==> src/rtl/wsplit_pkg.sv <==
package wsplit_pkg;
  typedef enum logic [1:0] {
    KIND_NORMAL = 2'b00,
    KIND_DEVICE = 2'b01,
    KIND_EXCL   = 2'b10,
    KIND_STRONG = 2'b11
  } acc_kind_e;

  typedef enum logic {
    ST_IDLE  = 1'b0,
    ST_ISSUE = 1'b1
  } split_state_e;

  localparam logic [1:0] BURST_INCR = 2'b01;
endpackage

==> src/rtl/wsplit_align_chk.sv <==
module wsplit_align_chk #(
  parameter int LO_W = 3,
  parameter int SZ_W = 2
) (
  input  logic [LO_W-1:0] addr_lo,
  input  logic [SZ_W-1:0] size,
  output logic            misaligned
);
  logic [LO_W-1:0] mask;

  always_comb begin
    mask = '0;
    for (int b = 0; b < LO_W; b++) begin
      if (b < int'(size)) mask[b] = 1'b1;
    end
    misaligned = |(addr_lo & mask);
  end
endmodule

==> src/rtl/wsplit_planner.sv <==
module wsplit_planner #(
  parameter int CNT_W       = 12,
  parameter int BUS_BYTES   = 8,
  parameter int MAX_BEATS   = 4,
  parameter int BOUND_BYTES = 32,
  localparam int MAX_SZ     = $clog2(BUS_BYTES),
  localparam int SZ_W       = $clog2(MAX_SZ + 1),
  localparam int BND_LG     = $clog2(BOUND_BYTES)
) (
  input  logic [BND_LG-1:0] addr_lo,
  input  logic [CNT_W-1:0]  rem,
  input  logic [SZ_W-1:0]   cap,
  output logic [2:0]        sz,
  output logic [7:0]        len,
  output logic [CNT_W-1:0]  nbytes
);
  logic [SZ_W-1:0]  sz_sel;
  logic [CNT_W-1:0] room_beats;
  logic [CNT_W-1:0] avail_beats;
  logic [CNT_W-1:0] beats;

  always_comb begin
    sz_sel = '0;
    for (int s = 0; s <= MAX_SZ; s++) begin
      if ((s <= int'(cap)) &&
          ((addr_lo & BND_LG'((1 << s) - 1)) == '0) &&
          (rem >= CNT_W'(1 << s)))
        sz_sel = SZ_W'(s);
    end
  end

  always_comb begin
    room_beats  = (CNT_W'(BOUND_BYTES) - CNT_W'(addr_lo)) >> MAX_SZ;
    avail_beats = rem >> MAX_SZ;
    beats       = CNT_W'(1);
    if (int'(sz_sel) == MAX_SZ) begin
      beats = CNT_W'(MAX_BEATS);
      if (room_beats < beats)  beats = room_beats;
      if (avail_beats < beats) beats = avail_beats;
    end
    nbytes = beats << sz_sel;
    len    = 8'(beats - CNT_W'(1));
    sz     = 3'(sz_sel);
  end
endmodule

==> src/rtl/wsplit_top.sv <==
module wsplit_top #(
  parameter int ADDR_W      = 32,
  parameter int CNT_W       = 12,
  parameter int BUS_BYTES   = 8,
  parameter int MAX_BEATS   = 4,
  parameter int BOUND_BYTES = 32,
  localparam int MAX_SZ     = $clog2(BUS_BYTES),
  localparam int SZ_W       = $clog2(MAX_SZ + 1),
  localparam int BND_LG     = $clog2(BOUND_BYTES)
) (
  input  logic              clk,
  input  logic              rst_n,
  input  logic              cmd_valid,
  output logic              cmd_ready,
  input  logic [ADDR_W-1:0] cmd_addr,
  input  logic [CNT_W-1:0]  cmd_bytes,
  input  logic [1:0]        cmd_kind,
  input  logic [1:0]        cmd_size,
  output logic              aw_valid,
  input  logic              aw_ready,
  output logic [ADDR_W-1:0] aw_addr,
  output logic [7:0]        aw_len,
  output logic [2:0]        aw_size,
  output logic [1:0]        aw_burst,
  output logic              done_o,
  output logic              err_o
);
  import wsplit_pkg::*;

  split_state_e      state_q, state_d;
  logic [ADDR_W-1:0] addr_q, addr_d;
  logic [CNT_W-1:0]  rem_q, rem_d;
  logic [SZ_W-1:0]   cap_q, cap_d;
  logic              err_q, zdone_q;

  logic              accept, strict, misaligned, reject, zero_len, hs, last_hs, load_en, step_en;
  logic [CNT_W-1:0]  pl_bytes;
  logic [2:0]        pl_sz;
  logic [7:0]        pl_len;

  wsplit_align_chk #(.LO_W(MAX_SZ), .SZ_W(2)) u_align (
    .addr_lo   (cmd_addr[MAX_SZ-1:0]),
    .size      (cmd_size),
    .misaligned(misaligned)
  );

  wsplit_planner #(
    .CNT_W(CNT_W), .BUS_BYTES(BUS_BYTES), .MAX_BEATS(MAX_BEATS), .BOUND_BYTES(BOUND_BYTES)
  ) u_plan (
    .addr_lo(addr_q[BND_LG-1:0]),
    .rem    (rem_q),
    .cap    (cap_q),
    .sz     (pl_sz),
    .len    (pl_len),
    .nbytes (pl_bytes)
  );

  assign cmd_ready = (state_q == ST_IDLE);
  assign aw_valid  = (state_q == ST_ISSUE);
  assign aw_addr   = addr_q;
  assign aw_len    = pl_len;
  assign aw_size   = pl_sz;
  assign aw_burst  = BURST_INCR;

  assign accept   = cmd_valid && cmd_ready;
  assign strict   = (acc_kind_e'(cmd_kind) != KIND_NORMAL);
  assign reject   = accept && strict && misaligned;
  assign zero_len = accept && !reject && (cmd_bytes == '0);
  assign hs       = aw_valid && aw_ready;
  assign last_hs  = hs && (rem_q == pl_bytes);
  assign load_en  = accept && !reject && !zero_len;
  assign step_en  = hs;

  assign done_o = last_hs || zdone_q;
  assign err_o  = err_q;

  always_comb begin
    state_d = state_q;
    addr_d  = addr_q;
    rem_d   = rem_q;
    cap_d   = cap_q;
    if (load_en) begin
      state_d = ST_ISSUE;
      addr_d  = cmd_addr;
      rem_d   = cmd_bytes;
      cap_d   = strict ? SZ_W'(cmd_size) : SZ_W'(MAX_SZ);
    end else if (step_en) begin
      addr_d = addr_q + ADDR_W'(pl_bytes);
      rem_d  = rem_q - pl_bytes;
      if (last_hs) state_d = ST_IDLE;
    end
  end

  always_ff @(posedge clk or negedge rst_n) begin
    if (!rst_n) begin
      state_q <= ST_IDLE;
      addr_q  <= '0;
      rem_q   <= '0;
      cap_q   <= '0;
      err_q   <= 1'b0;
      zdone_q <= 1'b0;
    end else begin
      state_q <= state_d;
      if (load_en || step_en) begin
        addr_q <= addr_d;
        rem_q  <= rem_d;
        cap_q  <= cap_d;
      end
      err_q   <= reject;
      zdone_q <= zero_len;
    end
  end

  // byte count per request and burst code
  a_r1_max_bytes: assert property (@(posedge clk) disable iff (!rst_n)
    aw_valid |-> (((int'(aw_len) + 1) << aw_size) <= BOUND_BYTES) && (aw_burst == 2'b01));

  // beat count and beat size limits
  a_r2_len_size: assert property (@(posedge clk) disable iff (!rst_n)
    aw_valid |-> (int'(aw_len) < MAX_BEATS) && (int'(aw_size) <= MAX_SZ));

  // no boundary crossing
  a_r3_no_cross: assert property (@(posedge clk) disable iff (!rst_n)
    aw_valid |-> (int'(aw_addr[BND_LG-1:0]) + ((int'(aw_len) + 1) << aw_size)) <= BOUND_BYTES);

  // narrow beats go alone
  a_r4_narrow_single: assert property (@(posedge clk) disable iff (!rst_n)
    (aw_valid && (int'(aw_size) < MAX_SZ)) |-> (aw_len == 8'd0));

  // size aligned and within the cap
  a_r6_aligned_cap: assert property (@(posedge clk) disable iff (!rst_n)
    aw_valid |-> ((int'(aw_addr[MAX_SZ-1:0]) % (1 << aw_size)) == 0) && (aw_size <= 3'(cap_q)));

  // refusal issues nothing
  a_r7_err_quiet: assert property (@(posedge clk) disable iff (!rst_n)
    err_o |-> !aw_valid && !done_o);

  // request held while stalled
  a_r10_hold: assert property (@(posedge clk) disable iff (!rst_n)
    (aw_valid && !aw_ready) |=> aw_valid && $stable(aw_addr) && $stable(aw_len) && $stable(aw_size));
endmodule

==> config.mk <==
export PLATFORM = sky130hd
export DESIGN_NAME = wsplit_top
export DESIGN_NICKNAME = d
export VERILOG_FILES = /design/src/rtl/wsplit_pkg.sv /design/src/rtl/wsplit_align_chk.sv /design/src/rtl/wsplit_planner.sv /design/src/rtl/wsplit_top.sv
export SDC_FILE = /design/constraint.sdc
export NUM_CORES = 1
export LEC_CHECK = 0
export CAP_MARGIN = 10
export CORE_AREA = 2 2 89 91
export DETAILED_ROUTE_END_ITERATION = 10
export DIE_AREA = 0 0 91 93
export DONT_BUFFER_PORTS = 1
export PLACE_DENSITY_LB_ADDON = 0.05
export SYNTH_ARGS = -nofsm -noshare
export SYNTH_HDL_FRONTEND = slang
export SYNTH_HIERARCHICAL = 1
export SYNTH_SLANG_ARGS = --single-unit
==> constraint.sdc <==
create_clock -name clk -period 4.6 [get_ports clk]
set_input_delay 0.69 -clock clk [delete_from_list [all_inputs] [get_ports clk]]
set_output_delay 0.69 -clock clk [all_outputs]
set_load 0.01 [all_outputs]
==> qor.txt <==
outcome -> completed
final hold violation count -> 0
Synth Instances -> 459
synth warn -> 6
hold slack final -> 0.05142 ns
clock sink total -> 49
most common cell in the netlist -> nand2_1
CTS tree -> yes
first-pass GRT wire length -> 17.15 mm
layout cell share with drive strength beyond 1 -> 11.66%
Total Wirelength -> 10.48 mm
synth top area cells -> dfrtp_1, ha_1, nand2_1
Period Utilization, post-route -> 98.76%
Commonest cells post-synth -> nand2_1, dfrtp_1, nor2_1
Max Cap Viol -> 0
top_reg_cell synth -> dfrtp_1
clock insertion delay at the later pin of the skew report -> 0.32 ns
Yosys reg bits -> 49
Worst Skew -> 0.009972 ns
Synth cell types -> 62
PortBufs -> 0
Bufs on Longest Clock Path -> 2
WS Path Type -> reg -> out
CP startpoint kind -> flip-flop
Vias -> 3,479
Wirelength per Cell -> 18.54 µm
initial DRC count -> 194
FF-to-FF setup slack -> 0.23 ns
top fanout value on the critical path -> 5
Worst setup EP type -> primary output
area added between synthesis and finish -> 9.490%
Post-synth ARST share -> 100.0%
HPWL Detailed -> 7.578 mm
grt total ovfl -> 0
antenna violations before repair -> 0
Ports -> 101
drt pass-1 iters -> 5
Worst slew margin -> 38.53%
drt via density -> 6.158
Remaining DRCs -> 0
gr usage total -> 24.94%
Worst Path Required -> 3.91 ns
# hold bufs at CTS -> 0
Seq/Total Area, Yosys -> 31.85%
Die H -> 93 µm
static leakage -> 1.756 nW
post-layout min period -> 4.543 ns
Worst-path clk slew -> 0.11 ns
Synth top area share -> 31.85%
diode count -> 0
NumNets Final -> 542
RR Startpoint -> aw_addr[3]
Max Slew Vio Count -> 0
row cnt -> 32
EDFF count, synth -> 0
final setup violating endpoints -> 0
highest clock rate -> 220.1 MHz
cell count of the worst reg-to-reg path -> 16
worst hold path type -> in -> async
syn_area_per_cell -> 8.388 µm²
GP Congestion -> 0.9017
Final Total Pwr -> 2.984 mW
clk root buf -> clkbuf_8
vias in the first global route -> 3,469
CP Data Arrival Time -> 3.85 ns
power density over the cells -> 707.9 nW/µm²
Routed Antenna Nets -> 0
TritonCTS Buffers -> 5
Die W -> 91 µm
Post-Syn Area -> 3850 µm²
largest net degree at the start of global routing -> 50
FF-to-FF End -> aw_addr[29]
Worst-Margin Slew -> 0.9092 ns
Initial Util -> 51.15%
full die area -> 8463 µm²
H-tree depth -> 2
Synth area leader -> dfrtp_1
VDD IR max -> 0.3187 mV
core area -> 7527 µm²
## worst max-delay path by stage
stage,start,to,slack [ns],cells after the start
floorplan,aw_addr[1],aw_addr[29],0.50,17
global placement,aw_addr[3],done_o,0.33,13
detailed placement,aw_addr[3],aw_addr[29],0.17,17
CTS,aw_addr[3],done_o,0.003,14
global route,aw_addr[3],done_o,-0.06,13
finish,aw_addr[3],done_o,0.06,13
## metrics by stage
stage	std cells	TNS, ns	area [µm²]	setup WS, ns	utilization [%]
3_3_place_gp	553	0	3938	0.3274	52.31
5_1_grt	565	-0.1138	4215	-0.06176	56.00
2_1_floorplan	468	0	3884	0.4975	-
4_1_cts	561	0	4035	0.003383	53.61
6_report	565	0	4215	0.05717	56.00
3_5_place_dp	553	0	3938	0.1671	52.31
## area by class of cell
class / count / area [µm²]
flip-flops and latches: 49 / 1227
multi-input cells: 372 / 2586
inverters: 20 / 75.07
repair buffers: 14 / 105.1
clock inverters: 3 / 25.02
clock buffers: 5 / 68.82
fillers: 727 / 3312
well taps: 102 / 127.6
## critical path: stages (launching register included)
cell	delay, ns
dfrtp_2	0.47
or4_4	0.57
or2_4	0.30
ha_4	0.17
nor3_2	0.26
nor2b_4	0.25
nand3b_1	0.11
a211o_4	0.34
inv_1	0.07
inv_1	0.07
ha_4	0.29
nand4_1	0.07
or4_4	0.45
nand2b_4	0.11
## state kept, by name, summed over array words and instances, names as in the netlist
name and cells:
aw_addr 32, rem_q 12, zdone_q 1, cap_q 2
err_o 1, aw_valid 1
## placed cells by master (no fill, tap or decap), drive strengths merged, types with 2 or more instances in the layout
| cell | netlist | layout |
|---|---|---|
| ha | 26 | 26 |
| clkbuf | 13 | 5 |
| and2 | 6 | 6 |
| o21bai | 2 | 2 |
| nor4 | 3 | 3 |
| o221ai | 2 | 2 |
| o21ai | 37 | 37 |
| nand4 | 6 | 6 |
| a32oi | 2 | 2 |
| buf | 14 | 14 |
| a21oi | 28 | 28 |
| or3 | 2 | 2 |
| a22oi | 12 | 12 |
| a211oi | 7 | 7 |
| nor2 | 34 | 34 |
| fa | 2 | 2 |
| xor2 | 12 | 12 |
| conb | 3 | 12 |
| nor3b | 4 | 4 |
| a221o | 4 | 4 |
| nor3 | 7 | 7 |
| dfrtp | 49 | 49 |
| o21a | 4 | 4 |
| nand3b | 3 | 3 |
| a211o | 2 | 2 |
| nand3 | 20 | 20 |
| o31ai | 5 | 5 |
| a21o | 8 | 8 |
| nor2b | 2 | 2 |
| and3 | 9 | 9 |
| or2 | 2 | 2 |
| or4 | 7 | 7 |
| xnor2 | 8 | 8 |
| nand2 | 60 | 60 |
| o211ai | 10 | 10 |
| nand2b | 5 | 5 |
| inv | 20 | 22 |
| o311ai | 10 | 10 |
## layer usage
layer / GRT usage [%] / vias up / share of wire [%]
li1: - / 1659 / -
met5: 0 / - / 0
met4: 7.197 / 0 / 1.5
met1: 34.31 / 1693 / 46
met2: 40.49 / 113 / 47
met3: 4.432 / 14 / 6.2
## cells by family after synthesis
group | after synthesis | share of synthesized area [%]
multiplexers | 2 | 0.5525
other | 3 | 0.2925
AO/OA/AOI/OAI | 139 | 25.16
AND/OR/NAND/NOR | 171 | 22.29
flip-flops | 49 | 31.85
buffers and inverters | 47 | 5.817
adder cells (fa/ha/maj) | 28 | 9.490
XOR/XNOR | 20 | 4.550
## repair_timing
action	CTS	global route
resized for setup	3	24
pin swaps	0	8
buffers inserted	0	4
endpoints found under the setup margin	1	13
## report_power, final
group,leakage (nW),internal (mW),switching [mW]
combinational,1.11,0.802,0.940
clock,0.0452,0.111,0.173
sequential,0.599,0.630,0.327
total,1.76,1.54,1.44
Note: power is estimated with default switching activity, not from simulation.
